**config.mk**
```make
export PLATFORM = sky130hd
export DESIGN_NAME = rp_round_pack
export DESIGN_NICKNAME = d
export VERILOG_FILES = /design/src/rtl/rp_pkg.sv /design/src/rtl/rp_round_inc.sv /design/src/rtl/rp_denorm.sv /design/src/rtl/rp_pack.sv /design/src/rtl/rp_round_pack.sv
export SDC_FILE = /design/constraint.sdc
export NUM_CORES = 1
export LEC_CHECK = 0
export CORE_MARGIN = 5
export CORE_UTILIZATION = 29
export CTS_BUF_LIST = sky130_fd_sc_hd__clkbuf_16
export DETAILED_ROUTE_END_ITERATION = 7
export PLACE_DENSITY_LB_ADDON = 0.08
export SLEW_MARGIN = 25
export SYNTH_ARGS = -nofsm -noshare
export SYNTH_HDL_FRONTEND = slang
export SYNTH_SLANG_ARGS = --single-unit
```
**constraint.sdc**
```tcl
create_clock -name clk -period 1.6 [get_ports clk]
set_input_delay 0.4 -clock clk [delete_from_list [all_inputs] [get_ports clk]]
set_output_delay 0.4 -clock clk [all_outputs]
set_load 0.02 [all_outputs]
```
**src/rtl/rp_pkg.sv**
```systemverilog
package rp_pkg;
   typedef enum logic [1:0] {
      RM_NEAREST = 2'd0,
      RM_ZERO    = 2'd1,
      RM_UP      = 2'd2,
      RM_DOWN    = 2'd3
   } rmode_e;
endpackage

```
**src/rtl/rp_round_inc.sv**
```systemverilog
// Rounding increment: decides what to add to an extended significand whose
// three lowest bits are the extra precision.
module rp_round_inc #(
   parameter int SIG_W = 27
) (
   input  logic             sign,
   input  logic [1:0]       mode,
   input  logic [SIG_W-1:0] sig,
   output logic [SIG_W:0]   sum,
   output logic             lost_nz
);
   import rp_pkg::*;

   logic [3:0] inc;

   assign lost_nz = |sig[2:0];

   always_comb begin
      inc = 4'd0;
      if (lost_nz) begin
         case (rmode_e'(mode))
            RM_NEAREST: inc = 4'd3 + {3'b000, sig[3]};
            RM_UP:      inc = sign ? 4'd0 : 4'd8;
            RM_DOWN:    inc = sign ? 4'd8 : 4'd0;
            default:    inc = 4'd0;
         endcase
      end
   end

   assign sum = {1'b0, sig} + (SIG_W+1)'(inc);

   // no increment when nothing is lost
   always_comb begin
      if (!lost_nz) assert (sum[SIG_W-1:0] == sig) else $error("a_r2_exact_no_inc");
   end
endmodule

```
**src/rtl/rp_denorm.sv**
```systemverilog
// Tiny-path alignment: sticky right shift into the subnormal range, or the
// lift into the smallest normal when rounding at EMIN-1 carries out.
module rp_denorm #(
   parameter int SIG_W = 27,
   parameter int IW    = 12,
   parameter int EMIN  = -126
) (
   input  logic signed [IW-1:0] exp_in,
   input  logic [SIG_W-1:0]     sig_in,
   input  logic [SIG_W:0]       pre_sum,
   output logic [SIG_W-1:0]     sig_out,
   output logic signed [IW-1:0] exp_out,
   output logic                 is_tiny,
   output logic                 lift
);
   localparam int SHW = $clog2(SIG_W + 2);
   localparam logic signed [IW-1:0] EMIN_S  = IW'(EMIN);
   localparam logic signed [IW-1:0] EMIN_M1 = IW'(EMIN - 1);
   localparam logic signed [IW-1:0] AMT_CAP = IW'(SIG_W + 1);

   logic signed [IW-1:0] amt_full;
   logic [SHW-1:0]       amt;
   logic [SIG_W-1:0]     mask, shifted;
   logic                 sticky;
   logic                 unused_bit;

   assign is_tiny  = exp_in < EMIN_S;
   assign lift     = is_tiny && (exp_in == EMIN_M1) && pre_sum[SIG_W];
   assign amt_full = EMIN_S - exp_in;
   assign amt      = !is_tiny ? '0 :
                     (amt_full > AMT_CAP) ? AMT_CAP[SHW-1:0] : amt_full[SHW-1:0];
   assign mask     = ~({SIG_W{1'b1}} << amt);
   assign shifted  = sig_in >> amt;
   assign sticky   = |(sig_in & mask);
   assign unused_bit = pre_sum[0];

   always_comb begin
      if (!is_tiny)  sig_out = sig_in;
      else if (lift) sig_out = pre_sum[SIG_W:1] & ~{{(SIG_W-3){1'b0}}, 3'b111};
      else           sig_out = {shifted[SIG_W-1:1], shifted[0] | sticky};
   end

   assign exp_out = is_tiny ? EMIN_S : exp_in;

   // a shifted tiny value never keeps its hidden bit
   always_comb begin
      if (is_tiny && !lift) assert (!sig_out[SIG_W-1]) else $error("a_r6_hidden_cleared");
   end
endmodule

```
**src/rtl/rp_pack.sv**
```systemverilog
// Final selection: flush results, overflow saturation, subnormal or normal pack.
module rp_pack #(
   parameter int FRAC_W = 23,
   parameter int EXP_W  = 8,
   parameter int IW     = 12
) (
   input  logic                 sign,
   input  logic [1:0]           mode,
   input  logic signed [IW-1:0] exp_r,
   input  logic [FRAC_W:0]      mant,
   input  logic                 inexact_in,
   input  logic                 uf_in,
   input  logic                 flush_hit,
   input  logic                 trap_en,
   output logic [EXP_W+FRAC_W:0] word,
   output logic                 inexact,
   output logic                 underflow,
   output logic                 overflow
);
   import rp_pkg::*;

   localparam int BIAS = (1 << (EXP_W - 1)) - 1;
   localparam logic signed [IW-1:0] EMAX_S = IW'(BIAS);
   localparam logic signed [IW-1:0] BIAS_S = IW'(BIAS);

   logic [EXP_W+FRAC_W-1:0] mag_inf, mag_max, mag_min, mag_zero;
   logic signed [IW-1:0]    biased;
   logic                    unused_hi;

   assign mag_inf  = {{EXP_W{1'b1}}, {FRAC_W{1'b0}}};
   assign mag_max  = {{(EXP_W-1){1'b1}}, 1'b0, {FRAC_W{1'b1}}};
   assign mag_min  = {{(EXP_W+FRAC_W-1){1'b0}}, 1'b1};
   assign mag_zero = '0;
   assign biased   = exp_r + BIAS_S;
   assign unused_hi = ^biased[IW-1:EXP_W];

   always_comb begin
      overflow  = 1'b0;
      inexact   = inexact_in;
      underflow = uf_in;
      word      = {sign, biased[EXP_W-1:0], mant[FRAC_W-1:0]};
      if (flush_hit) begin
         underflow = 1'b1;
         inexact   = 1'b1;
         case (rmode_e'(mode))
            RM_UP:   word = {sign, sign ? mag_zero : mag_min};
            RM_DOWN: word = {sign, sign ? mag_min : mag_zero};
            default: word = {sign, mag_zero};
         endcase
      end else if (exp_r > EMAX_S) begin
         overflow = 1'b1;
         inexact  = 1'b1;
         case (rmode_e'(mode))
            RM_NEAREST: word = {sign, mag_inf};
            RM_ZERO:    word = {sign, mag_max};
            RM_UP:      word = {sign, sign ? mag_max : mag_inf};
            default:    word = {sign, sign ? mag_inf : mag_max};
         endcase
      end else if (!mant[FRAC_W]) begin
         underflow = uf_in | trap_en;
         word      = {sign, {EXP_W{1'b0}}, mant[FRAC_W-1:0]};
      end
   end
endmodule

```
**src/rtl/rp_round_pack.sv**
```systemverilog
module rp_round_pack #(
   parameter int FRAC_W        = 23,
   parameter int EXP_W         = 8,
   parameter int EXP_IN_W      = 10,
   parameter bit FLUSH_SUPPORT = 1'b1
) (
   input  logic                clk,
   input  logic                rst_n,
   input  logic                in_valid,
   input  logic                in_sign,
   input  logic [EXP_IN_W-1:0] in_exp,
   input  logic [FRAC_W+3:0]   in_sig,
   input  logic [1:0]          rnd_mode,
   input  logic                flush_en,
   input  logic                uf_trap_en,
   output logic                out_valid,
   output logic [EXP_W+FRAC_W:0] out_word,
   output logic                out_inexact,
   output logic                out_underflow,
   output logic                out_overflow
);
   localparam int SIG_W  = FRAC_W + 4;
   localparam int BIAS   = (1 << (EXP_W - 1)) - 1;
   localparam int EMIN   = 1 - BIAS;
   localparam int IW     = EXP_IN_W + 2;
   localparam int WORD_W = 1 + EXP_W + FRAC_W;

   if (EXP_IN_W < EXP_W + 2) begin : g_bad_exp_w
      $error("EXP_IN_W must be at least EXP_W+2");
   end
   if (FRAC_W < 4) begin : g_bad_frac_w
      $error("FRAC_W must be at least 4");
   end

   logic signed [IW-1:0] exp_ext, dn_exp, exp_r;
   logic [SIG_W:0]       pre_sum, main_sum;
   logic [SIG_W-1:0]     dn_sig;
   logic [FRAC_W:0]      mant;
   logic                 pre_nz, main_nz, is_tiny, lift, carry, flush_hit;
   logic [WORD_W-1:0]    word_c;
   logic                 inx_c, uf_c, ovf_c;
   logic                 unused_lo;

   assign exp_ext = IW'(signed'(in_exp));

   rp_round_inc #(.SIG_W(SIG_W)) u_pre (
      .sign(in_sign), .mode(rnd_mode), .sig(in_sig),
      .sum(pre_sum), .lost_nz(pre_nz));

   rp_denorm #(.SIG_W(SIG_W), .IW(IW), .EMIN(EMIN)) u_dn (
      .exp_in(exp_ext), .sig_in(in_sig), .pre_sum(pre_sum),
      .sig_out(dn_sig), .exp_out(dn_exp), .is_tiny(is_tiny), .lift(lift));

   rp_round_inc #(.SIG_W(SIG_W)) u_main (
      .sign(in_sign), .mode(rnd_mode), .sig(dn_sig),
      .sum(main_sum), .lost_nz(main_nz));

   assign carry = main_sum[SIG_W];
   assign mant  = carry ? main_sum[SIG_W:4] : main_sum[SIG_W-1:3];
   assign exp_r = dn_exp + IW'(carry);
   assign unused_lo = ^{main_sum[2:0], pre_nz};

   if (FLUSH_SUPPORT) begin : g_flush
      assign flush_hit = flush_en & is_tiny;
   end else begin : g_no_flush
      assign flush_hit = 1'b0 & flush_en;
   end

   rp_pack #(.FRAC_W(FRAC_W), .EXP_W(EXP_W), .IW(IW)) u_pack (
      .sign(in_sign), .mode(rnd_mode), .exp_r(exp_r), .mant(mant),
      .inexact_in(main_nz | lift),
      .uf_in(main_nz & ~dn_sig[SIG_W-1]),
      .flush_hit(flush_hit), .trap_en(uf_trap_en),
      .word(word_c), .inexact(inx_c), .underflow(uf_c), .overflow(ovf_c));

   always_ff @(posedge clk or negedge rst_n) begin
      if (!rst_n) begin
         out_valid     <= 1'b0;
         out_word      <= '0;
         out_inexact   <= 1'b0;
         out_underflow <= 1'b0;
         out_overflow  <= 1'b0;
      end else begin
         out_valid <= in_valid;
         if (in_valid) begin
            out_word      <= word_c;
            out_inexact   <= inx_c;
            out_underflow <= uf_c;
            out_overflow  <= ovf_c;
         end
      end
   end

   a_r1_valid_follows: assert property (@(posedge clk) disable iff (!rst_n)
      in_valid |=> out_valid);
   a_r1_idle_follows: assert property (@(posedge clk) disable iff (!rst_n)
      !in_valid |=> !out_valid);
   a_r11_sign_kept: assert property (@(posedge clk) disable iff (!rst_n)
      in_valid |=> out_word[WORD_W-1] == $past(in_sign));
   a_r9_ovf_inexact: assert property (@(posedge clk) disable iff (!rst_n)
      out_valid && out_overflow |-> out_inexact);
   a_r9_ovf_pattern: assert property (@(posedge clk) disable iff (!rst_n)
      out_valid && out_overflow |->
         (out_word[WORD_W-2 -: EXP_W] == {EXP_W{1'b1}}) ||
         (out_word[WORD_W-2:0] == {{(EXP_W-1){1'b1}}, 1'b0, {FRAC_W{1'b1}}}));
   a_r9_inf_needs_ovf: assert property (@(posedge clk) disable iff (!rst_n)
      out_valid && (out_word[WORD_W-2 -: EXP_W] == {EXP_W{1'b1}}) |-> out_overflow);
   a_r10_exact_uf_tiny: assert property (@(posedge clk) disable iff (!rst_n)
      out_valid && out_underflow && !out_inexact |->
         out_word[WORD_W-2 -: EXP_W] == {EXP_W{1'b0}});
endmodule

```
=== Yosys cells after proc, flatten, opt, wreduce, memory -nomap -nowiden ===
Index checks and enable logic that the tools add are counted.

* Register bits: 36
* Bits in latches: 0
* RAM bits: 0
* Memory bits (read-only): 0
* Bits of input ports: 45
* Output and inout port bits: 36
* Word-level logic and storage cells: 63
* Memories: 0

* Add/subtract/negate cells: 7
* Multipliers: 0
* Div/mod/pow operators: 0
* Magnitude comparators: 3
* Equality and inequality tests: 4
* Shifts and indexed selects: 2
* Multiplexer cells: 28
* Bitwise logic cells: 8
* Reduce and logical (&&, ||, !) cells: 6

{| class="wikitable"
|+ Operators by type and width
! operator !! count
|-
| $mux W31 || 3
|-
| $pmux W31 S3 || 1
|-
| $mux W24 || 3
|-
| $pmux W31 S2 || 1
|-
| $add A27 B4 Y28 || 2
|-
| $mux W27 || 2
|-
| $and A27 B27 Y27 || 1
|-
| $not A27 Y27 || 1
|-
| $reduce_or A27 Y1 || 1
|-
| $shl A27 B5 Y27 const A || 1
|-
| $shr A27 B5 Y27 || 1
|-
| $pmux W4 S3 || 2
|-
| $mux W4 || 4
|-
| $add A12 B1 Y12 || 1
|-
| $gt A12 B6 Y1 const B || 1
|-
| $gt A12 B8 Y1 const B || 1
|-
| $mux W12 || 1
|-
| $sub A8 B10 Y11 const A || 1
|-
| $eq A10 B8 Y1 const B || 1
|-
| $lt A10 B8 Y1 const B || 1
|-
| $mux W5 || 2
|-
| $mux W1 || 9
|-
| $add A8 B8 Y8 const B || 1
|-
| $add A2 B1 Y3 const A || 2
|-
| other kinds (8) || 14
|}

=== Depth between registers and ports, before layout ===
* Depth in word-level cells: 20
* Depth in mapped cells: 40
* Mapped depth without buffers: 35

=== Modules after synthesis ===
A second synthesis with hierarchy kept.

* Cells, all modules: 860
* Area total of the unflattened synthesis: 6861.6 um^2

{| class="wikitable"
|+ By module, submodules not included
! module !! times used !! cells each !! area an instance (um^2)
|-
| rp_denorm || 1 || 471 || 3083.0
|-
| rp_round_pack || 1 || 135 || 1864.3
|-
| rp_round_inc || 2 || 90 || 698.2
|-
| rp_pack || 1 || 74 || 518.0
|}

=== Worst setup path after synthesis ===
Ideal clock, no wire load.

* Path kind: input port to flip-flop
* Start point: input in_exp[0]
* End point: register out_word[18]
* Arrival: 7.720 ns
* Data required time: 1.506 ns
* Setup slack: -6.214 ns
* Stages: 35
* Buffers on the path: 7
* Path through: ha_1 > clkbuf_1 > or3_1 > clkbuf_1 > nor4_2 > o32a_1 > buf_6 > a21oi_4 > nor2_1 > a21oi_1 > o32a_1 > a2111o_1 > a221oi_2 > nand3_1 > and3_1 > ha_1 > nand4b_1 > o32ai_4 > buf_4 > or4b_1 > nor2_1 > ha_1 > and3_1 > and3_1 > nand3_1 > inv_1 > a31oi_1 > o211a_1 > clkbuf_1 > a21boi_0 > and2_1 > clkbuf_1 > clkbuf_1 > o32ai_1 > a211oi_1

* Longest elaborated chain between the ends: 18
* Elaborated cells between the ends (all ways): 29
* Classes of those cells: add/sub: 4; order compare: 3; eq/ne: 1; shift: 2; mux: 11; bitwise: 4; reduce/logical: 4

{| class="wikitable"
|+ RTL lines
! element !! RTL line !! text
|-
| from (decl) || rp_round_pack.sv:11 || <nowiki>input logic [EXP_IN_W-1:0] in_exp,</nowiki>
|-
| $sub A8 B10 Y11 || rp_denorm.sv:29 || <nowiki>assign amt_full = EMIN_S - exp_in;</nowiki>
|-
| $gt A12 B6 Y1 || rp_denorm.sv:31 || <nowiki>(amt_full > AMT_CAP) ? AMT_CAP[SHW-1:0] : amt_full[SHW-1:0];</nowiki>
|-
| $mux W5 || rp_denorm.sv:31 ||
|-
| $mux W5 || rp_denorm.sv:30 || <nowiki>assign amt = !is_tiny ? '0 :</nowiki>
|-
| $shl A27 B5 Y27 || rp_denorm.sv:32 || <nowiki>assign mask = ~({SIG_W{1'b1}} << amt);</nowiki>
|-
| $not A27 Y27 || rp_denorm.sv:32 ||
|-
| $and A27 B27 Y27 || rp_denorm.sv:34 || <nowiki>assign sticky = |(sig_in & mask);</nowiki>
|-
| $reduce_or A27 Y1 || rp_denorm.sv:34 ||
|-
| (+2 left out) || -- ||
|-
| $mux W27 || rp_denorm.sv:38 || <nowiki>if (!is_tiny) sig_out = sig_in;</nowiki>
|-
| $reduce_or A3 Y1 || rp_round_inc.sv:16 || <nowiki>assign lost_nz = |sig[2:0];</nowiki>
|-
| $mux W4 || rp_round_inc.sv:20 || <nowiki>if (lost_nz) begin</nowiki>
|-
| $add A27 B4 Y28 || rp_round_inc.sv:30 || <nowiki>assign sum = {1'b0, sig} + (SIG_W+1)'(inc);</nowiki>
|-
| $add A12 B1 Y12 or $mux W24 (tied branches) || rp_round_pack.sv:60, rp_round_pack.sv:59 ||
|-
| $gt A12 B8 Y1 or $mux W31 (tied branches) || rp_pack.sv:50, rp_pack.sv:59 ||
|-
| $mux W31 || rp_pack.sv:50 || <nowiki>end else if (exp_r > EMAX_S) begin</nowiki>
|-
| $mux W31 (*) || rp_pack.sv:42 || <nowiki>if (flush_hit) begin</nowiki>
|-
| to (signal assigned) || rp_round_pack.sv:86 || <nowiki>out_word <= word_c;</nowiki>
|-
| to (decl) || rp_round_pack.sv:17 || <nowiki>output logic [EXP_W+FRAC_W:0] out_word,</nowiki>
|}

Every way passes the cells marked *; elsewhere a longest branch is shown, timed or not.
A chain may end at the register's enable or synchronous reset.

=== Worst setup path in the final report ===
* Start point: input in_exp[6]
* End point: register out_word[22]

The elaborated chain is that of the path after synthesis.

==> impl_metrics.prom <==
# TYPE chip_impl_metric gauge
chip_impl_metric{name="gr-usage-all-layers",unit="%"} 30.1
chip_impl_info{name="critPathCaptureType",value="register"} 1
chip_impl_metric{name="report.final.slew_viol_count",unit=""} 0
chip_impl_metric{name="period_share",unit="%"} 426
chip_impl_metric{name="pin_count_of_the_biggest_net_entering_global_routing",unit=""} 37
chip_impl_metric{name="clock_latency",unit="ps"} 290
chip_impl_metric{name="postLayoutSetupSlackWorst",unit="ps"} -5210
chip_impl_metric{name="cts_buffers",unit=""} 5
chip_impl_metric{name="ys_async_sr_fraction",unit="%"} 100
chip_impl_metric{name="critical_path_buf_inv_count",unit=""} 4
chip_impl_metric{name="regToRegSetupSlack",unit="ps"} 440
chip_impl_info{name="path_class",value="in2reg"} 1
chip_impl_metric{name="worst_pin_slew",unit="ps"} 828
chip_impl_metric{name="cts.clk_slew.worst_paths",unit="ps"} 60
chip_impl_metric{name="cts-htree-levels",unit=""} 2
chip_impl_metric{name="antenna_left",unit=""} 0
chip_impl_metric{name="fin_skew",unit="ps"} 0
chip_impl_metric{name="number_of_inserted_diodes",unit=""} 0
chip_impl_metric{name="p_leak",unit="nW"} 4.82
chip_impl_metric{name="first_global_vias",unit=""} 9213
chip_impl_metric{name="std_cell_rows",unit=""} 53
chip_impl_metric{name="hold_violations",unit=""} 0
chip_impl_metric{name="critical-path-max-stage-delay",unit="ps"} 520
chip_impl_info{name="timing.rr.end",value="out_word[18]$_DFFE_PN0P_"} 1
chip_impl_metric{name="dpl.hpwl",unit="µm"} 29900
chip_impl_metric{name="port-buffer-count",unit=""} 80
chip_impl_metric{name="synth.avg_cell_area",unit="µm²"} 6.84
chip_impl_metric{name="max-cap-violations",unit=""} 0
chip_impl_metric{name="design.final.nets",unit=""} 1380
chip_impl_metric{name="first_pass_grt_wire_length",unit="µm"} 56800
chip_impl_metric{name="seqCellArea",unit="µm²"} 901
chip_impl_info{name="crit-reg2reg-launch",value="out_word[18]$_DFFE_PN0P_"} 1
chip_impl_metric{name="synth_edf_count",unit=""} 0
chip_impl_metric{name="avgViaCountPerCell",unit=""} 5.89
chip_impl_metric{name="grt_antenna_before_repair",unit=""} 0
chip_impl_metric{name="die_y",unit="µm"} 157
chip_impl_metric{name="yosysSeqAreaShare",unit="%"} 14.4
chip_impl_metric{name="arrival",unit="ps"} 7020
chip_impl_info{name="synth_top_cell_by_area",value="dfrtp_1"} 1
chip_impl_info{name="worstHoldPathType",value="in2async"} 1
chip_impl_metric{name="num_vias",unit=""} 9417
chip_impl_metric{name="detail_route.wirelength",unit="µm"} 38300
chip_impl_metric{name="timing.setup.tns",unit="ps"} -173370
chip_impl_info{name="timing.critical_path.max_delay_family",value="compound AO/OA/AOI/OAI gates"} 1
chip_impl_metric{name="fmaxAchievable",unit="GHz"} 0.147
chip_impl_metric{name="syn_inst",unit=""} 918
chip_impl_info{name="critical_path.slowest_cell",value="or4b_4"} 1
chip_impl_metric{name="drt_first_pass_iters",unit=""} 5
chip_impl_info{name="grt_setup_unrepaired",value="true"} 1
chip_impl_info{name="dominant_cells_by_area_after_synthesis",value="dfrtp_1 14%, nand2_1 6.5%, a21oi_1 6.1%"} 1
chip_impl_metric{name="die_w",unit="µm"} 157
chip_impl_info{name="crit_path_frequent_cell",value="and3_4"} 1
chip_impl_metric{name="setup_viol",unit=""} 34
chip_impl_metric{name="vdd.ir_drop.worst",unit="mV"} 0.408
chip_impl_metric{name="fp.coreArea",unit="µm²"} 21200
chip_impl_metric{name="die-area",unit="µm²"} 24700
chip_impl_metric{name="cts.sink_count",unit=""} 36
chip_impl_info{name="failed_checks",value="negative setup slack"} 1
chip_impl_metric{name="p_per_area",unit="nW/µm²"} 577
chip_impl_metric{name="multi_input_comb_area",unit="µm²"} 5500
chip_impl_metric{name="yosysTopAreaCellShare",unit="%"} 14.4
chip_impl_metric{name="clock_tree.buffer_depth",unit=""} 2
chip_impl_metric{name="rr_worst_depth",unit=""} 4
chip_impl_info{name="root_buffer",value="clkbuf_16"} 1
chip_impl_metric{name="layout-area-overhead-vs-synth",unit="%"} 73.5
chip_impl_metric{name="timing.critical_path.fanout_max",unit=""} 25
chip_impl_info{name="synth_flop_cell",value="dfrtp_1"} 1
chip_impl_metric{name="yosysWarnings",unit=""} 0
chip_impl_metric{name="timing.hold.ws",unit="ps"} 146
chip_impl_metric{name="synth_nets",unit=""} 976
chip_impl_info{name="tritoncts",value="done"} 1
chip_impl_metric{name="io_pins",unit=""} 81
chip_impl_metric{name="floorplan.initialDensity",unit="%"} 29.7
chip_impl_metric{name="syn-cell-area",unit="µm²"} 6280
chip_impl_info{name="result_of_the_run",value="finished, violations left"} 1
chip_impl_metric{name="timing.max_slew.rel_slack",unit="%"} 43.4
chip_impl_metric{name="layout.filler_cells",unit=""} 2180
chip_impl_metric{name="drc_errors",unit=""} 0
chip_impl_metric{name="critPathRequiredTime",unit="ps"} 1810
chip_impl_metric{name="grt_overflow_total",unit=""} 0
chip_impl_metric{name="place_congestion",unit=""} 0.974
chip_impl_metric{name="ys_seq_elements",unit=""} 36
chip_impl_info{name="critical_path_source_type",value="input pin"} 1
chip_impl_metric{name="p_total",unit="mW"} 6.28
chip_impl_metric{name="post-route-min-period",unit="ps"} 6810
chip_impl_metric{name="post_route_cells_drive_above_1_share",unit="%"} 41.0
chip_impl_metric{name="dp_slack",unit="ps"} -6300
chip_impl_metric{name="drtIter0Drc",unit=""} 792
chip_impl_metric{name="wl_per_cell",unit="µm"} 24.0
chip_impl_metric{name="synth_cell_type_count",unit=""} 99
power by group:
group	leakage, nW	switching [mW]	internal [mW]	total [mW]
registers	0.445	0.0733	1.04	1.11
logic	4.29	2.22	1.80	4.02
clock network	0.0850	0.426	0.728	1.15
total	4.82	2.72	3.56	6.28
cell type report:
| type | count | share of cell area, % |
|---|---|---|
| clock buffer | 5 | 1.15 |
| clock inverter | 3 | 0.356 |
| inverter | 26 | 0.896 |
| multi-input combinational | 770 | 50.5 |
| sequential | 36 | 8.27 |
| tap | 275 | 3.16 |
| timing repair buffer | 483 | 35.7 |
registers in the layout, indices dropped and copies added (netlist names):
register and flops:
out_word 32, out_inexact 1, out_overflow 1, out_underflow 1
out_valid 1
layer usage:
metal / GRT usage, % / vias to the layer above / part of all wire [%]
met2: 47.6 / 495 / 45
met5: 0 / - / 0
met1: 40.8 / 4495 / 43
met3: 7.20 / 99 / 9.0
met4: 9.46 / 0 / 3.6
li1: - / 4328 / -
per-stage QoR:
step                utilization (%)  cell area, µm²  instances
floorplan                         -            6500        918
detailed placement             46.8            9910       1543
global route                   51.5           10900       1598
CTS                            50.1           10600       1587
finish                         51.5           10900       1598
global placement               46.8            9900       1543
logic make-up after synthesis:
family	after synthesis	share of synthesized area [%]
and+or+nand+nor	362	28.0
AOI/OAI and AO/OA	348	40.1
buffers and inverters	112	7.78
DFF	36	14.4
adders and majority gates	13	2.59
xor gates and xnor gates	25	3.49
muxes	22	3.79
cell usage in the layout (no fill, tap or decap), types with 14 or more instances in the layout:
cell | synthesis | final
a211oi_1 | 17 | 15
a21oi_1 | 77 | 58
a21oi_2 | 1 | 19
a31oi_1 | 22 | 21
buf_4 | 8 | 382
buf_6 | 2 | 19
clkdlybuf4s50_1 | 0 | 33
dfrtp_1 | 36 | 36
dlygate4sd2_1 | 0 | 38
inv_1 | 25 | 25
mux2i_1 | 17 | 17
nand2_1 | 109 | 104
nand3_1 | 34 | 27
nand4_1 | 16 | 16
nor2_1 | 87 | 77
nor3_1 | 37 | 33
o211ai_1 | 15 | 15
o21ai_0 | 44 | 36
o21ai_1 | 11 | 14
what timing repair did:
| action | 4_1_cts | 5_1_grt |
|---|---|---|
| endpoints found under the setup margin | 70 | 34 |
| hold buffers | 0 | 0 |
| resized for setup | 141 | 50 |
| pin swaps | 39 | 34 |
| endpoints found under the hold margin | 0 | 0 |
| buffers inserted | 36 | 16 |
cells in the mapped netlist (all sizes together) (10+ instances only):
cell	instances
inv	26
clkbuf	51
nand2	109
and3	12
a21boi	10
nand3	35
mux2i	17
nor2	88
a32oi	11
xor2	12
o21ai	56
nor3	37
o31ai	10
nor4	16
dfrtp	36
xnor2	13
a211oi	19
o211ai	16
a21oi	79
nand4	16
buf	35
a31oi	22
ha	13
how the worst max path moves through the flow:
stage	startpoint	cells after the start	to
after floorplan	in_exp[0]	35	out_word[16]$_DFFE_PN0P_
after global placement	in_exp[0]	30	out_word[16]$_DFFE_PN0P_
after detailed placement	in_exp[0]	31	out_word[16]$_DFFE_PN0P_
after CTS	in_exp[5]	34	out_word[16]$_DFFE_PN0P_
after global routing	in_exp[6]	34	out_word[22]$_DFFE_PN0P_
final	in_exp[6]	32	out_word[22]$_DFFE_PN0P_
Note: power is estimated with default switching activity, not from simulation.
